===== src/rtl/wpt_pkg.sv =====
package wpt_pkg;
  localparam int DATA_W         = 32;
  localparam int CTRL_ST_BIT    = 31;
  localparam int CTRL_LD_BIT    = 30;
  localparam int MASK_W         = 6;
  localparam int CAUSE_W        = 12;
  localparam int CAUSE_HIT_BIT  = 2;
  localparam int CAUSE_CHAN_LSB = 8;
  localparam int CAUSE_CHAN_W   = 4;

  typedef struct packed {
    logic              st_en;
    logic              ld_en;
    logic [MASK_W-1:0] mask;
  } wpt_ctrl_t;
endpackage


===== src/rtl/wpt_cfg_regs.sv =====
module wpt_cfg_regs
  import wpt_pkg::*;
#(
  parameter int NUM_CHAN = 2,
  parameter int ADDR_W   = 32,
  parameter int CHAN_W   = 1
) (
  input  logic                             clk_i,
  input  logic                             rst_ni,
  input  logic                             we_i,
  input  logic [CHAN_W-1:0]                chan_i,
  input  logic                             is_ctrl_i,
  input  logic [DATA_W-1:0]                wdata_i,
  output logic [NUM_CHAN-1:0][ADDR_W-1:0]  addr_o,
  output wpt_ctrl_t [NUM_CHAN-1:0]         ctrl_o
);
  for (genvar i = 0; i < NUM_CHAN; i++) begin : g_chan
    logic sel;
    assign sel = we_i && (chan_i == CHAN_W'(i));

    always_ff @(posedge clk_i or negedge rst_ni) begin
      if (!rst_ni) begin
        addr_o[i] <= '0;
        ctrl_o[i] <= '0;
      end else if (sel) begin
        if (is_ctrl_i) begin
          ctrl_o[i].st_en <= wdata_i[CTRL_ST_BIT];
          ctrl_o[i].ld_en <= wdata_i[CTRL_LD_BIT];
          ctrl_o[i].mask  <= wdata_i[MASK_W-1:0];
        end else begin
          addr_o[i] <= wdata_i[ADDR_W-1:0];
        end
      end
    end
  end
endmodule


===== src/rtl/wpt_chan_match.sv =====
module wpt_chan_match
  import wpt_pkg::*;
#(
  parameter int ADDR_W = 32
) (
  input  wpt_ctrl_t         ctrl_i,
  input  logic [ADDR_W-1:0] base_i,
  input  logic              acc_valid_i,
  input  logic [ADDR_W-1:0] acc_addr_i,
  input  logic [2:0]        acc_size_i,
  input  logic              acc_store_i,
  output logic              match_o
);
  localparam int EXT_W = ADDR_W + 1;

  // Keep only the unbroken run of ones from bit 0.
  logic [MASK_W-1:0] eff_mask;
  assign eff_mask[0] = ctrl_i.mask[0];
  for (genvar k = 1; k < MASK_W; k++) begin : g_run
    assign eff_mask[k] = eff_mask[k-1] & ctrl_i.mask[k];
  end

  logic [ADDR_W-1:0] region_mask, region_lo, region_hi;
  logic [EXT_W-1:0]  acc_lo, acc_hi;
  logic              dir_ok, overlap;

  assign region_mask = {{(ADDR_W-MASK_W){1'b0}}, eff_mask};
  assign region_lo   = base_i & ~region_mask;
  assign region_hi   = region_lo | region_mask;

  assign acc_lo = {1'b0, acc_addr_i};
  assign acc_hi = acc_lo + {{(EXT_W-3){1'b0}}, acc_size_i} - EXT_W'(1);

  assign dir_ok  = acc_store_i ? ctrl_i.st_en : ctrl_i.ld_en;
  assign overlap = (acc_lo <= {1'b0, region_hi}) && (acc_hi >= {1'b0, region_lo});
  assign match_o = acc_valid_i && dir_ok && overlap;
endmodule


===== src/rtl/wpt_hit_arb.sv =====
module wpt_hit_arb
  import wpt_pkg::*;
#(
  parameter int NUM_CHAN = 2,
  parameter int CHAN_W   = 1,
  parameter int LEVEL_W  = 4
) (
  input  logic [NUM_CHAN-1:0] match_i,
  input  logic [LEVEL_W-1:0]  cur_level_i,
  input  logic [LEVEL_W-1:0]  dbg_level_i,
  output logic                hit_o,
  output logic [CHAN_W-1:0]   chan_o,
  output logic [CAUSE_W-1:0]  cause_o
);
  logic [CHAN_W-1:0] sel;
  logic              level_ok;

  // Lowest index wins: scan downward so the last assignment is the smallest.
  always_comb begin
    sel = '0;
    for (int i = NUM_CHAN - 1; i >= 0; i--) begin
      if (match_i[i]) sel = CHAN_W'(i);
    end
  end

  assign level_ok = cur_level_i < dbg_level_i;
  assign hit_o    = (|match_i) && level_ok;
  assign chan_o   = hit_o ? sel : '0;

  always_comb begin
    cause_o = '0;
    if (hit_o) begin
      cause_o[CAUSE_HIT_BIT] = 1'b1;
      cause_o[CAUSE_CHAN_LSB +: CAUSE_CHAN_W] = CAUSE_CHAN_W'(sel);
    end
  end
endmodule


===== src/rtl/wpt_unit.sv =====
module wpt_unit
  import wpt_pkg::*;
#(
  parameter int NUM_CHAN = 2,
  parameter int ADDR_W   = 32,
  parameter int LEVEL_W  = 4,
  localparam int CHAN_W  = (NUM_CHAN > 1) ? $clog2(NUM_CHAN) : 1
) (
  input  logic                clk_i,
  input  logic                rst_ni,
  input  logic                cfg_we_i,
  input  logic [CHAN_W-1:0]   cfg_chan_i,
  input  logic                cfg_is_ctrl_i,
  input  logic [DATA_W-1:0]   cfg_wdata_i,
  input  logic                acc_valid_i,
  input  logic [ADDR_W-1:0]   acc_addr_i,
  input  logic [2:0]          acc_size_i,
  input  logic                acc_store_i,
  input  logic [LEVEL_W-1:0]  cur_level_i,
  input  logic [LEVEL_W-1:0]  dbg_level_i,
  output logic                hit_o,
  output logic [CHAN_W-1:0]   hit_chan_o,
  output logic                suppress_o,
  output logic [CAUSE_W-1:0]  cause_o
);
  logic [NUM_CHAN-1:0][ADDR_W-1:0] wp_addr;
  wpt_ctrl_t [NUM_CHAN-1:0]        wp_ctrl;
  logic [NUM_CHAN-1:0]             wp_match;

  wpt_cfg_regs #(
    .NUM_CHAN(NUM_CHAN), .ADDR_W(ADDR_W), .CHAN_W(CHAN_W)
  ) regs_i (
    .clk_i    (clk_i),
    .rst_ni   (rst_ni),
    .we_i     (cfg_we_i),
    .chan_i   (cfg_chan_i),
    .is_ctrl_i(cfg_is_ctrl_i),
    .wdata_i  (cfg_wdata_i),
    .addr_o   (wp_addr),
    .ctrl_o   (wp_ctrl)
  );

  for (genvar i = 0; i < NUM_CHAN; i++) begin : g_match
    wpt_chan_match #(.ADDR_W(ADDR_W)) match_i (
      .ctrl_i     (wp_ctrl[i]),
      .base_i     (wp_addr[i]),
      .acc_valid_i(acc_valid_i),
      .acc_addr_i (acc_addr_i),
      .acc_size_i (acc_size_i),
      .acc_store_i(acc_store_i),
      .match_o    (wp_match[i])
    );
  end

  wpt_hit_arb #(
    .NUM_CHAN(NUM_CHAN), .CHAN_W(CHAN_W), .LEVEL_W(LEVEL_W)
  ) arb_i (
    .match_i    (wp_match),
    .cur_level_i(cur_level_i),
    .dbg_level_i(dbg_level_i),
    .hit_o      (hit_o),
    .chan_o     (hit_chan_o),
    .cause_o    (cause_o)
  );

  assign suppress_o = hit_o;
endmodule


===== config.mk =====
export PLATFORM = sky130hd
export DESIGN_NAME = wpt_unit
export DESIGN_NICKNAME = d
export VERILOG_FILES = /design/src/rtl/wpt_pkg.sv /design/src/rtl/wpt_cfg_regs.sv /design/src/rtl/wpt_chan_match.sv /design/src/rtl/wpt_hit_arb.sv /design/src/rtl/wpt_unit.sv
export SDC_FILE = /design/constraint.sdc
export NUM_CORES = 1
export LEC_CHECK = 0
export ABC_CLOCK_PERIOD_IN_PS = 9400
export BUFFER_PORTS_ARGS = -buffer_cell sky130_fd_sc_hd__clkbuf_2
export CORE_ASPECT_RATIO = 0.75
export CORE_MARGIN = 2
export CORE_UTILIZATION = 60
export DETAILED_ROUTE_END_ITERATION = 8
export GPL_ROUTABILITY_DRIVEN = 0
export GPL_TIMING_DRIVEN = 0
export PLACE_DENSITY = 0.8
export SLEW_MARGIN = 40
export SYNTH_ARGS = -nofsm -noshare
export SYNTH_HDL_FRONTEND = slang
export SYNTH_SLANG_ARGS = --single-unit

===== constraint.sdc =====
create_clock -name clk_i -period 9.4 [get_ports clk_i]
set_input_delay 0.94 -clock clk_i [delete_from_list [all_inputs] [get_ports clk_i]]
set_output_delay 0.94 -clock clk_i [all_outputs]
set_load 0.01 [all_outputs]

After elaboration in Yosys (flattened, before gate mapping)
Cells that the tools add are included.

Word-level logic and storage cells: 54. Latch bits: 0. Flip-flop bits (word level): 80. Bits in writable memories: 0. Memories kept: 0. ROM bits: 0.

Bitwise gates (word level): 18. Divide/modulo/power cells: 0. Order comparisons: 5. $mul: 0. Reductions and logical operators: 14. Add/subtract/negate cells: 2. Shifts and indexed selects: 0. Muxes and demuxes: 7. Eq/ne operators: 0.

Operators with widths (count): $ge 33x32->1 (2); $and 32x32->32 (2); $le 32x32->1 (2); $not 6->32 (2); $or 32x6->32 (2); $add 32x3->33 (1); $sub 33x1->33 const B (1); $and 1x1->1 (10); $logic_and 1x1->1 (9); $reduce_and 2->1 (4); $mux 1 (7); $lt 4x4->1 (1); $not 1->1 (2); $reduce_or 2->1 (1).

Depth between registers and ports, before layout
Gate-level depths: netlist of run 1.

Depth in word-level cells: 14. Mapped depth: 24. Mapped depth without buffers: 23.

By module
From an unflattened synthesis of run 1, not the netlist that was laid out.

Cells, all modules: 1089. Area total of the unflattened synthesis: 9704.3 sq um.

Modules (own cells, without submodules): wpt_chan_match at g_match[0].match_i (times used 1, cells an instance 454, area an instance 3329.4 sq um); wpt_chan_match at g_match[1].match_i (times used 1, cells an instance 438, area an instance 3191.8 sq um); wpt_cfg_regs (times used 1, cells an instance 170, area an instance 2972.9 sq um); wpt_hit_arb (times used 1, cells an instance 26, area an instance 202.7 sq um); wpt_unit (times used 1, cells an instance 1, area an instance 7.5 sq um).

Worst setup path before layout of run 1
OpenSTA, ideal clock, no wires.

Path kind: input-to-output. Start: input port acc_addr_i[1]. End: output port cause_o[8]. Cell stages on the path: 22. Path slack: 3.363 ns. Arrival: 5.097 ns. Cells stage by stage: inv_1 ha_1 inv_1 ha_1 fa_1 a211oi_1 o211ai_1 a21boi_0 o21ai_0 a21o_1 a21oi_1 xnor2_1 ha_1 nand4_1 nor4_1 a2111oi_0 nand2_1 a2111oi_0 o21ai_0 o2111a_1 nor2b_1 buf_4.

Cells in the longest elaborated chain, start to end: 8. Elaborated cells on any way between the ends: 15. Those cells by class: add/sub (2); order compare (4); mux (3); reduce/logical (6).

RTL lines: from (decl) (line wpt_unit.sv:16) `input logic [ADDR_W-1:0] acc_addr_i,`; $add 32x3->33 (line wpt_chan_match.sv:32) `assign acc_hi = acc_lo + {{(EXT_W-3){1'b0}}, acc_size_i} - EXT_W'(1);`; $sub 33x1->33 (line wpt_chan_match.sv:32); $ge 33x32->1 (line wpt_chan_match.sv:35) `assign overlap = (acc_lo <= {1'b0, region_hi}) && (acc_hi >= {1'b0, region_lo});`; $logic_and 1x1->1 (line wpt_chan_match.sv:35); $logic_and 1x1->1 (line wpt_chan_match.sv:36) `assign match_o = acc_valid_i && dir_ok && overlap;`; $mux 1 or $reduce_or 2->1 (tied branches) (line wpt_hit_arb.sv:22, wpt_hit_arb.sv:27); $mux 1 or $logic_and 1x1->1 (tied branches) (line wpt_hit_arb.sv:22, wpt_hit_arb.sv:27); $mux 1 (*) (line wpt_hit_arb.sv:32) `if (hit_o) begin`; to (decl) (line wpt_unit.sv:24) `output logic [CAUSE_W-1:0] cause_o`.

Every way passes the cells marked *; elsewhere a longest branch is shown, timed or not.

Final worst setup path of run 1
Start: input port acc_addr_i[1]. End: output port suppress_o.

Cells in the longest elaborated chain, start to end: 7. Elaborated cells on any way between the ends: 12. Those cells by class: add/sub (2); order compare (4); reduce/logical (6).

RTL lines: $add 32x3->33 (line wpt_chan_match.sv:32); $sub 33x1->33 (line wpt_chan_match.sv:32); $ge 33x32->1 (line wpt_chan_match.sv:35); $logic_and 1x1->1 (line wpt_chan_match.sv:35); $logic_and 1x1->1 (line wpt_chan_match.sv:36); $reduce_or 2->1 (*) (line wpt_hit_arb.sv:27) `assign hit_o = (|match_i) && level_ok;`; $logic_and 1x1->1 (*) (line wpt_hit_arb.sv:27); to (decl) (line wpt_unit.sv:23) `output logic suppress_o,`.

Marks and branches as above.

==> impl_results.md, run 1 <==
* Run status: finished, final reports clean
* Setup repair after global routing missed its margin: false
* Antenna violations before repair at 1
* Placed cell area at between 8000 and 9000 sq um
* Die area at approximately 14000 sq um
* Portion of total power attributed to combinational logic at between 40% and 50%
* CTS tree: built
* Sequential area share after synthesis at 24.9%
* Number of global-route vias before repair at ~7k
* Launching point of the worst reg2reg path: regs_i.ctrl_o[0]
* Xor and xnor fraction of the mapped netlist area at 2.93%
* Violation count after the first detailed-routing iteration at roughly 560
* Share of final-layout standard cells stronger than drive strength 1 at 19.1%
* R2R setup slack at between 8 and 9 ns
* Maximum number of pins on one net before global-route repair at a little under 60
* Clock slew at reported path FFs at ~0.07 ns
* Worst path required time at between 8 and 9 ns
* Clk sinks at 80
* I/O pin cnt at just under 100
* WL final at around 21000 um
* Shortest period the worst path allows at 7.32 ns
* Pre-CTS worst setup slack at 2.27 ns
* Total of fill cells in the finished design at roughly 1.1k
* Simple-gate share of the synthesized area at between 10% and 20%
* H-tree levels at 3
* Number of iterations in the first detailed-routing pass at 6
* Capture instance of the worst register-to-register path: regs_i.ctrl_o[0]
* Total power divided by cell area at between 150 and 200 nW/um^2
* Multiplexer share of the synthesized area at 7.85%
* Avg Vias per Cell at 5.87
* Critical path start-end classification: input port to output port
* Total grt overflow at 0
* PnR worst setup slack at ~2.1 ns
* Finished layout cell area at just over 9000 sq um
* Hpwl dp at between 15000 and 20000 um
* Effective utilization at floorplan at around three fifths
* Post-DR wirelength/cell at ~17 um
* Cts repair resizes at 0
* Slew headroom at 47.4%
* Final critical-path share of the clock period at 77.9%
* Data arrival, critical path at roughly 6.4 ns
* DP Cell Count at ~1.2k
* Count of buffer and inverter cells on the critical path at 6
* Number of instances in the synthesized netlist at 898
* Area grow syn2layout at 12.9%
* Number of nets in the final layout at about 1.3k
* Leakage Power at ~0.0046 uW
* Number of flip-flops and latches in the synthesized netlist at 80
* Post-synthesis share of cell area spent on full adders, half adders and majority gates at roughly 26%
* Worst path slowest cell: a2111oi_0
* Synthesized-area fraction occupied by ao, oa, aoi and oai cells at around a fifth
* Via count at ~6.9k
* Final count of pins violating max slew at 0
* Critical path launch point type: input port
* Largest stage delay on the critical path at ~0.48 ns
* Wire length of the first global-routing pass at 34000 um
* Die boundary height at 104 um
* Antenna Diode Count at 0
* Chip Width at 138 um
* Clock network fraction of total power at 25.2%
* # port buffers at 86
* Final setup TNS at 0 ns
* Drt drc at 0
* Std-Cell Core Area at roughly 13000 sq um
* Cell family with the largest share of critical-path delay: compound AO/OA/AOI/OAI gates
* Launch point of the worst path: acc_addr_i[1]
* Worst-case vdd ir drop at about 0.00011 V
* Switching power at a little under 600 uW
* Cts-stage hold buffer count at 0
* Path category of the worst min-delay check: input port to asynchronous set/reset pin
* Actual slew at the worst max-slew pin at just under 0.8 ns
* Main combinational cell family by area after synthesis: adder cells
* Num CTS Buffers at 9
* Clock latency of the later-clocked register in the worst-skew pair at roughly 0.35 ns
* Number of library cell types mapped by synthesis at between 60 and 70
* Post-synthesis instance area at ~8000 sq um
* Buffer levels on the longest clock path at 2
* Share of flip-flops with an asynchronous set or reset at 100%
* Global router's overall resource usage at 30.1%
* Antenna violation net count after detailed routing at 0
* Post-synth top flop: dfrtp_1
* Capturing instance or port of the critical path: suppress_o
* EDFF count, synth at 0
* Post-CTS setup buffers at 0
* Count of endpoints failing hold in the final timing report at 0
* Depth of the worst register-to-register path at 1
* Highest achievable clock rate at 0.137 GHz
* Number of cells on the critical path at 25
* Layout Skew at 0 ns
* Sequential share of power at ~29%
* Sw Share at roughly two fifths
* Final setup violation count at 0
* Critical Path Fanout Max at 3
* Cell row count at 36
* Crit path capture type: output port
* Count of maximum capacitance violations at 0
* Finished Layout Cells at about 1.2k
* Syn avg cell area at 8.94 sq um
* Clock tree root buffer cell: clkbuf_16
* Internal Power at 926 uW
* Yosys synthesis warning count at 0
## stage by stage
step | total power, uW | util [%] | hold WS, ns
2_1_floorplan | 922 | - | 0.471
3_3_place_gp | 1090 | 66.9 | 0.483
3_5_place_dp | 1120 | 67.2 | 0.488
4_1_cts | 1500 | 69.6 | 0.454
5_1_grt | 1630 | 69.7 | 0.457
6_report | 1510 | 69.7 | 0.450
## cells in the final DEF, fill, tap and decap left out, types with 3 or more instances in the layout
master	n
nor2b_1	14
o211ai_1	7
nand4_1	25
inv_1	103
dfrtp_1	80
nor3_1	12
a31oi_1	3
nand2b_1	10
a21o_1	29
o21a_1	9
clkbuf_2	85
o21ai_2	3
nand3_1	8
ha_1	165
nor2_1	41
nor4_1	4
o21ai_0	55
buf_4	13
or2_2	3
clkbuf_1	10
nand2_1	83
a211o_1	3
and3_1	5
a2111oi_0	5
conb_1	10
clkbuf_16	9
and4_1	5
a211oi_1	11
xor2_1	9
mux2_2	56
a21oi_1	66
xnor2_1	16
## cell type report
cell class                 instances  area (sq um)  share of cell area, %
buffer                            27           160                   1.77
inverter                         103           387                   4.26
sequential                        80          2000                   22.1
clock inverter                     6          75.1                  0.828
clock buffer                      10           239                   2.64
multi-input combinational        697          5520                   60.9
timing repair buffer              87           467                   5.15
tap                              171           214                   2.36
## cells in the mapped netlist, drive strengths merged, types with 3 or more instances
cell type | instances | share of area, %
dfrtp | 80 | 25
clkbuf | 10 | 0.47
o21ai | 60 | 3.9
nor2b | 14 | 1.1
nor2 | 41 | 1.9
nand2 | 83 | 3.9
o41ai | 3 | 0.42
and3 | 5 | 0.39
a2111oi | 7 | 1.1
a21o | 29 | 2.7
mux2 | 56 | 7.9
o21a | 10 | 1.0
a31oi | 3 | 0.23
o21bai | 3 | 0.33
nor4 | 4 | 0.31
nor3 | 12 | 0.75
and4 | 5 | 0.55
a21oi | 67 | 4.3
or2 | 3 | 0.23
inv | 103 | 4.8
o211ai | 7 | 0.65
xor2 | 9 | 0.98
a211o | 3 | 0.33
ha | 165 | 26
xnor2 | 17 | 1.9
nand3 | 8 | 0.50
a211oi | 11 | 1.0
buf | 17 | 1.5
nand4 | 25 | 1.9
nand2b | 10 | 0.78
a21boi | 3 | 0.33
## power by group through the flow
| stage | clock (uW) | combinational (uW) | sequential [uW] |
|---|---|---|---|
| after floorplan | 0 | 487 | 435 |
| after global placement | 0 | 645 | 441 |
| after detailed placement | 0 | 671 | 445 |
| after CTS | 385 | 681 | 439 |
| after global routing | 399 | 780 | 447 |
| final | 381 | 691 | 439 |
## layer usage
metal	global-route usage, %	vias to the layer above	part of all wire (%)
met5	0	-	0
met4	7.81	0	1.6
met3	5.65	31	7.0
met2	46.5	239	43
met1	43.1	3235	48
li1	-	3426	-
## sequential cells by signal, indices dropped and copies added (netlist names)
register / flops
regs_i.addr_o: 64
regs_i.ctrl_o: 16
## kinds of logic (layout without fill, tap and decap cells)
family          after synthesis  after routing
xor+xnor                     26             26
buf+inv                     130            233
compound gates              223            223
simple gates                216            216
mux                          56             56
flops                        80             80
other cells                   1             10
fa+ha+maj                   166            166
## worst min-delay path by stage
stage                                   end               from
after CTS                 regs_i.ctrl_o[11]             rst_ni
after global placement     regs_i.ctrl_o[4]   regs_i.ctrl_o[4]
after detailed placement   regs_i.ctrl_o[4]   regs_i.ctrl_o[4]
after floorplan           regs_i.ctrl_o[12]  regs_i.ctrl_o[12]
after global routing      regs_i.ctrl_o[11]             rst_ni
final                     regs_i.ctrl_o[11]             rst_ni
Power figures use the tool's default switching activity.
==> inputs of run 2 (changes only) <==
--- a/config.mk
+++ b/config.mk
@@ -5,7 +5,8 @@
 export SDC_FILE = /design/constraint.sdc
 export NUM_CORES = 1
 export LEC_CHECK = 0
-export ABC_CLOCK_PERIOD_IN_PS = 9400
+export ABC_AREA = 1
+export ABC_CLOCK_PERIOD_IN_PS = 7600
 export BUFFER_PORTS_ARGS = -buffer_cell sky130_fd_sc_hd__clkbuf_2
 export CORE_ASPECT_RATIO = 0.75
 export CORE_MARGIN = 2
==> constraint.sdc (replaced) <==
create_clock -name clk_i -period 7.6 [get_ports clk_i]
set_input_delay 0.76 -clock clk_i [delete_from_list [all_inputs] [get_ports clk_i]]
set_output_delay 0.76 -clock clk_i [all_outputs]
set_load 0.01 [all_outputs]
==> impl_results.md, run 2 <==
* Run status: finished, final reports clean
* Cell row count at 37 (+2.8%)
* Number of global-route vias before repair at 7199 (+3.1%)
* Cts repair resizes at 0 (unchanged)
* Number of flip-flops and latches in the synthesized netlist at 80 (unchanged)
* Count of endpoints failing hold in the final timing report at 0 (unchanged)
* Portion of total power attributed to combinational logic at 46.1% (+0.4 points)
* Cell family with the largest share of critical-path delay: simple AND/OR/NAND/NOR gates
* PnR worst setup slack at 1.72 ns (-0.360 ns)
* Number of nets in the final layout at 1497 (+19%)
* Worst path required time at 6.84 ns (-1.62 ns)
* Sequential share of power at 29.9% (+0.8 points)
* Most used standard cell by instance count after synthesis: nand2_1
* Number of library cell types mapped by synthesis at 42 (-35%)
* Total grt overflow at 0 (unchanged)
* Clock tree root buffer cell: clkbuf_16
* Crit path capture type: output port
* Die area at 14700 sq um (+2.6%)
* Launching point of the worst reg2reg path: regs_i.ctrl_o[8]
* H-tree levels at 3 (unchanged)
* Yosys synthesis warning count at 0 (unchanged)
* Antenna Diode Count at 0 (unchanged)
* Critical Path Fanout Max at 3 (unchanged)
* Biggest registers after layout: regs_i.addr_o: 64 flops, regs_i.ctrl_o: 16 flops
* Area grow syn2layout at 12.2%
* Final critical-path share of the clock period at about 77%
* Leakage Power at 0.00520 uW (+12%)
* Drt drc at 0 (unchanged)
* Critical path start-end classification: input port to output port
* EDFF count, synth at 0 (unchanged)
* Violation count after the first detailed-routing iteration at 745 (+33%)
* Cell type with the highest occurrence count on the critical path: nand2_1
* Most common library cell in the layout ignoring fill and taps: nand2_1
* Cell taking the most area after synthesis: ha_1
* Antenna violation net count after detailed routing at 0 (unchanged)
* Largest stage delay on the critical path at 0.42 ns (-0.06 ns)
* Pre-CTS worst setup slack at 1.78 ns (-0.486 ns)
* Post-DR wirelength/cell at 15.1 um (-14%)
* Count of buffer and inverter cells on the critical path at 5 (-1)
* Total power of the final layout at 1800 uW (+19%)
* Data arrival, critical path at 5.12 ns (-1.26 ns)
* Slew headroom at 55.6% (+8.2 points)
* Worst-case vdd ir drop at 0.000147 V (+30%)
* Antenna violations before repair at 0 (-1)
* Cts-stage hold buffer count at 0 (unchanged)
* Std-Cell Core Area at 13600 sq um (+4.2%)
* Register bank with the most flops: regs_i.addr_o
* Total power divided by cell area at 195 nW/um^2 (+17%)
* Die boundary height at 106 um (+1.3%)
* Global router's overall resource usage at 29.8% (-0.23 points)
* Count of maximum capacitance violations at 0 (unchanged)
* Post-synth top flop: dfrtp_1
* Post-synthesis instance area at 8250 sq um (+2.7%)
* WL final at 21500 um (+4.3%)
* Shortest period the worst path allows at 5.88 ns
* Clock network fraction of total power at 24.1% (-1.1 points)
* Clock slew at reported path FFs at 0.07 ns (about the same)
* Avg Vias per Cell at 5.43 (-7.5%)
* Actual slew at the worst max-slew pin at 0.665 ns (-0.116 ns)
* Share of flip-flops with an asynchronous set or reset at 100% (unchanged)
* Layout Skew at 0 ns (unchanged)
* Sequential area share after synthesis at 24.3% (-0.66 points)
* Largest cells by area after synthesis: ha_1, dfrtp_1, nand2_1
* Via count at 7756 (+12%)
* Post-CTS setup buffers at 0 (unchanged)
* Most used cells in the layout excluding fill and tap cells: nand2_1, inv_1, ha_1, o21ai_0, a21oi_1
* # port buffers at 86 (unchanged)
* Final setup violation count at 0 (unchanged)
* Maximum number of pins on one net before global-route repair at 57 (-3.4%)
* WHS at 0.286 ns (-0.163 ns)
* Wire length of the first global-routing pass at 35000 um (+3.0%)
* Setup repair after global routing missed its margin: false
* Final setup TNS at 0 ns (unchanged)
* Sw Share at 41.7% (+2.9 points)
* Final count of pins violating max slew at 0 (unchanged)
* Clock latency of the later-clocked register in the worst-skew pair at 0.35 ns (about the same)
* Effective utilization at floorplan at 60.8% (-0.88 points)
* Buffer levels on the longest clock path at 2 (unchanged)
* Number of iterations in the first detailed-routing pass at 5 (-1)
* Share of final-layout standard cells stronger than drive strength 1 at 11.7% (-7.4 points)
* Internal Power at 1050 uW (+13%)
* Flip-flop count of the largest register, all copies and words added at 64 (unchanged)
* Number of instances in the synthesized netlist at 1142 (+27%)
* R2R setup slack at 6.84 ns (-1.73 ns)
* CTS tree: built
* Chip Width at 139 um (+1.3%)
* Highest achievable clock rate at 0.170 GHz
* Depth of the worst register-to-register path at 2 (+1)
* Capture instance of the worst register-to-register path: regs_i.ctrl_o[8]
* Num CTS Buffers at 9 (unchanged)
* Most numerous cell types in the synthesized netlist: nand2_1, inv_1, ha_1, o21ai_0, a21oi_1
* Clk sinks at 80 (unchanged)
* Path category of the worst min-delay check: input port to asynchronous set/reset pin
* Syn avg cell area at 7.22 sq um (-19%)
* I/O pin cnt at 97 (unchanged)
* Hpwl dp at 18100 um (+8.9%)
* Switching power at 751 uW (+28%)
* Critical path launch point type: input port
* Worst path slowest cell: fa_1
* Synth top area share at 25.0% (-0.68 points)
==> run 2: cell types whose count changed after synthesis, sizes merged, moves of 9 or more <==
cell and change:
nand2 +190, a21oi +30, nor2 +20, inv +97
o21ai +59, a211oi -10, nand4 -13, xor2 +12
nand3 +22, a21o -20, nor2b -14, xnor2 -9
nand2b -10, mux2 -56
==> run 2: logic make-up (layout without fill, tap and decap cells) <==
kind of cell,Yosys count,in the layout,share of synthesized area (%)
simple gates,393,393,19.9
compound gates,246,246,16.5
buf+inv,227,330,10.9
fa+ha+maj,166,166,25.3
flops,80,80,24.3
xor+xnor,29,29,3.08
other cells,1,10,0.0455
==> run 2: worst register-to-register path, stage by stage, from the launching register on <==
cell	delay (ns)
dfrtp_1	0.46
nand2_1	0.10
o21ai_0	0.08
==> run 2: cell type report <==
| type | count | area, sq um |
|---|---|---|
| multi-input cells | 844 | 5380 |
| inverters | 200 | 751 |
| clock buffers | 10 | 239 |
| plain buffers | 27 | 150 |
| flip-flops and latches | 80 | 2000 |
| clock inverters | 6 | 51.3 |
| repair buffers | 87 | 467 |
| fillers | 1171 | 4310 |
| well taps | 175 | 219 |
==> run 2: worst max path at each step <==
stage,start,to,cells after the start
after floorplan,acc_addr_i[1],cause_o[2],28
after global placement,acc_addr_i[1],cause_o[2],30
after detailed placement,acc_addr_i[1],cause_o[2],30
after CTS,acc_addr_i[1],cause_o[2],30
after global routing,acc_addr_i[1],cause_o[2],30
final,acc_addr_i[1],cause_o[2],30
==> run 2: power groups by stage <==
stage,Clock [uW],Combinational [uW],Sequential [uW]
floorplan,0,590,532
global placement,0,779,541
detailed placement,0,812,544
CTS,438,819,537
global route,454,949,548
finish,434,830,538
==> run 2: metrics by stage <==
stage	utilization, %	cell area [sq um]	cells
finish	68.3	9260	1429
global route	68.3	9260	1429
CTS	68.3	9260	1429
detailed placement	66.1	8970	1413
global placement	65.9	8930	1412
floorplan	-	8280	1151
==> run 2: layer usage <==
layer  vias to the layer above  GRT usage, %  share of wire, %
met5                         -             0                 0
met4                         0          6.78               1.4
met3                        26          4.54               8.5
met2                       288          44.6                41
met1                      3496          45.4                49
li1                       3946             -                 -
==> inputs of run 3 (changes only) <==
--- a/config.mk
+++ b/config.mk
@@ -6,15 +6,15 @@
 export NUM_CORES = 1
 export LEC_CHECK = 0
 export ABC_AREA = 1
-export ABC_CLOCK_PERIOD_IN_PS = 7600
+export ABC_CLOCK_PERIOD_IN_PS = 4900
 export BUFFER_PORTS_ARGS = -buffer_cell sky130_fd_sc_hd__clkbuf_2
 export CORE_ASPECT_RATIO = 0.75
 export CORE_MARGIN = 2
-export CORE_UTILIZATION = 60
+export CORE_UTILIZATION = 55
 export DETAILED_ROUTE_END_ITERATION = 8
 export GPL_ROUTABILITY_DRIVEN = 0
 export GPL_TIMING_DRIVEN = 0
-export PLACE_DENSITY = 0.8
+export PLACE_DENSITY = 0.77
 export SLEW_MARGIN = 40
 export SYNTH_ARGS = -nofsm -noshare
 export SYNTH_HDL_FRONTEND = slang
==> constraint.sdc (replaced) <==
create_clock -name clk_i -period 4.9 [get_ports clk_i]
set_input_delay 0.49 -clock clk_i [delete_from_list [all_inputs] [get_ports clk_i]]
set_output_delay 0.49 -clock clk_i [all_outputs]
set_load 0.01 [all_outputs]
==> impl_results.md, run 3 (synthesis results as in run 2) <==
* Worst path slowest cell: fa_2
* Final critical-path share of the clock period at just under 100%
* WL final at 22200 um (+3.3%)
* Placed cell area at 9000 sq um (+0.35%)
* Most used cells in the layout excluding fill and tap cells: nand2_1, inv_1, ha_1, o21ai_0, a21oi_1
* Run status: finished, final reports clean
* Count of maximum capacitance violations at 0 (unchanged)
* Data arrival, critical path at 4.33 ns (-0.79 ns)
* Cell family with the largest share of critical-path delay: simple AND/OR/NAND/NOR gates
* Total power divided by cell area at 301 nW/um^2 (+55%)
* Clock network fraction of total power at 23.7% (-0.4 points)
* Chip Width at 145 um (+4.3%)
* Critical path launch point type: input port
* Biggest registers after layout: regs_i.addr_o: 64 flops, regs_i.ctrl_o: 16 flops
* Worst path required time at 4.41 ns (-2.43 ns)
* Via count at 7868 (+1.4%)
* Clock tree root buffer cell: clkbuf_16
* Maximum number of pins on one net before global-route repair at 60 (+5.3%)
* Highest achievable clock rate at 0.208 GHz
* Total power of the final layout at 2910 uW (+61%)
* Global router's overall resource usage at 28.6% (-1.2 points)
* Critical path start-end classification: input port to output port
* Critical Path Fanout Max at 4 (+1)
* Antenna Diode Count at 0 (unchanged)
* Finished layout cell area at 9660 sq um (+4.3%)
* Drt drc at 0 (unchanged)
* CTS tree: built
* Antenna violation net count after detailed routing at 0 (unchanged)
* Path category of the worst min-delay check: input port to asynchronous set/reset pin
* Hpwl dp at 18300 um (+0.83%)
* Register bank with the most flops: regs_i.addr_o
* Internal Power at 1730 uW (+64%)
* Shortest period the worst path allows at 4.82 ns
* Count of buffer and inverter cells on the critical path at 6 (+1)
* Setup repair after global routing missed its margin: true
* Switching power at 1180 uW (+57%)
* H-tree levels at 3 (unchanged)
* Number of nets in the final layout at 1513 (+1.1%)
* Die boundary height at 110 um (+4.3%)
* Final setup violation count at 0 (unchanged)
* Cell row count at 38 (+2.7%)
* Crit path capture type: output port
* Cts-stage hold buffer count at 0 (unchanged)
* Flip-flop count of the largest register, all copies and words added at 64 (unchanged)
* Largest stage delay on the critical path at 0.36 ns (-0.06 ns)
* Clock slew at reported path FFs at 0.06 ns (about the same)
* Sequential share of power at 28.7% (-1.2 points)
* Wire length of the first global-routing pass at 36100 um (+3.1%)
* Leakage Power at 0.00533 uW (+2.6%)
* Layout Skew at 0 ns (unchanged)
* Fin util at 66.4% (-1.9 points)
* Most common library cell in the layout ignoring fill and taps: nand2_1
* Die area at 16000 sq um (+8.8%)
* Worst-case vdd ir drop at 0.000225 V (+53%)
* # port buffers at 86 (unchanged)
* Post-DR wirelength/cell at 15.1 um (+0.44%)
* Number of iterations in the first detailed-routing pass at 5 (unchanged)
* Sw Share at 40.7% (-1.0 points)
* Area grow syn2layout at 17.1%
* Violation count after the first detailed-routing iteration at 467 (-37%)
* Final count of pins violating max slew at 0 (unchanged)
* Count of endpoints failing hold in the final timing report at 0 (unchanged)
* Portion of total power attributed to combinational logic at 47.6% (+1.5 points)
* Cell type with the highest occurrence count on the critical path: nand2_1
* Avg Vias per Cell at 5.35 (-1.4%)
* Total grt overflow at 0 (unchanged)
* Antenna violations before repair at 0 (unchanged)
* Number of global-route vias before repair at 7463 (+3.7%)
* Clk sinks at 80 (unchanged)
* Effective utilization at floorplan at 56.7% (-4.1 points)
* Buffer levels on the longest clock path at 2 (unchanged)
* Share of final-layout standard cells stronger than drive strength 1 at 15.1% (+3.4 points)
* Slew headroom at 53.4% (-2.2 points)
* Std-Cell Core Area at 14500 sq um (+7.3%)
* Actual slew at the worst max-slew pin at 0.699 ns (+0.0333 ns)
* Clock latency of the later-clocked register in the worst-skew pair at 0.35 ns (about the same)
* Num CTS Buffers at 9 (unchanged)
* I/O pin cnt at 97 (unchanged)
-- run 3: cell types whose count changed in the layout (fill, tap and decap cells not counted), sizes merged --
cell,delta
clkbuf,-4
inv,-2
clkinvlp,-1
buf,+22
bufinv,+1
-- run 3: worst reg2reg max path: stages, from the launching register on --
cell and delay [ns]:
dfrtp_1 0.47, nand2_1 0.11, o21ai_0 0.08
-- run 3: through the flow --
step,setup WS [ns],instances,hold WS [ns],TNS (ns)
2_1_floorplan,0.422,1151,0.194,0
3_3_place_gp,-0.351,1437,0.466,-1.24
3_5_place_dp,-0.423,1438,0.379,-1.56
4_1_cts,0.0140,1458,0.00790,0
5_1_grt,-0.127,1470,0.0157,-0.455
6_report,0.0833,1470,0.00590,0
-- run 3: layer usage --
metal | vias to the layer above | share of wire, % | track usage [%]
met1 | 3623 | 48 | 39.8
met3 | 25 | 7.2 | 5.27
met5 | - | 0 | 0
met2 | 250 | 43 | 46.8
met4 | 0 | 1.5 | 6.72
li1 | 3970 | - | -
-- run 3: area by class of cell --
type / instances / area (sq um)
multi-input cells: 844 / 5570
fillers: 1325 / 4890
flip-flops and latches: 80 / 2000
inverters: 200 / 753
repair buffers: 103 / 622
well taps: 200 / 250
clock buffers: 12 / 246
plain buffers: 27 / 158
clock inverters: 4 / 53.8
-- run 3: what timing repair did --
item,in CTS,in global routing
cloned,0,0
pin swaps,11,29
setup buffers,4,12
resized for setup,16,35
endpoints found under the setup margin,5,5
-- run 3: path summary, 6_finish.rpt --
| path | startpoint | end | slack, ns | depth (start not counted) |
|---|---|---|---|---|
| setup / recovery | acc_addr_i[1] | suppress_o | 0.08 | 29 |
| hold / removal | rst_ni | regs_i.addr_o[47] | 0.006 | 1 |
| setup reg to reg | regs_i.ctrl_o[8] | regs_i.ctrl_o[8] | 4.12 | 2 |
| hold reg to reg | regs_i.ctrl_o[7] | regs_i.ctrl_o[7] | 0.48 | 2 |
| max in group asynchronous | rst_ni | regs_i.ctrl_o[4] | 4.34 | 2 |
| min in group clk_i | cfg_wdata_i[24] | regs_i.addr_o[56] | 0.39 | 3 |
-- run 3: power groups by stage --
stage          registers [uW]  logic (uW)  clock network [uW]
2_1_floorplan             825         915                   0
3_3_place_gp              838        1210                   0
3_5_place_dp              844        1260                   0
4_1_cts                   835        1300                 698
5_1_grt                   849        1580                 730
6_report                  836        1380                 690
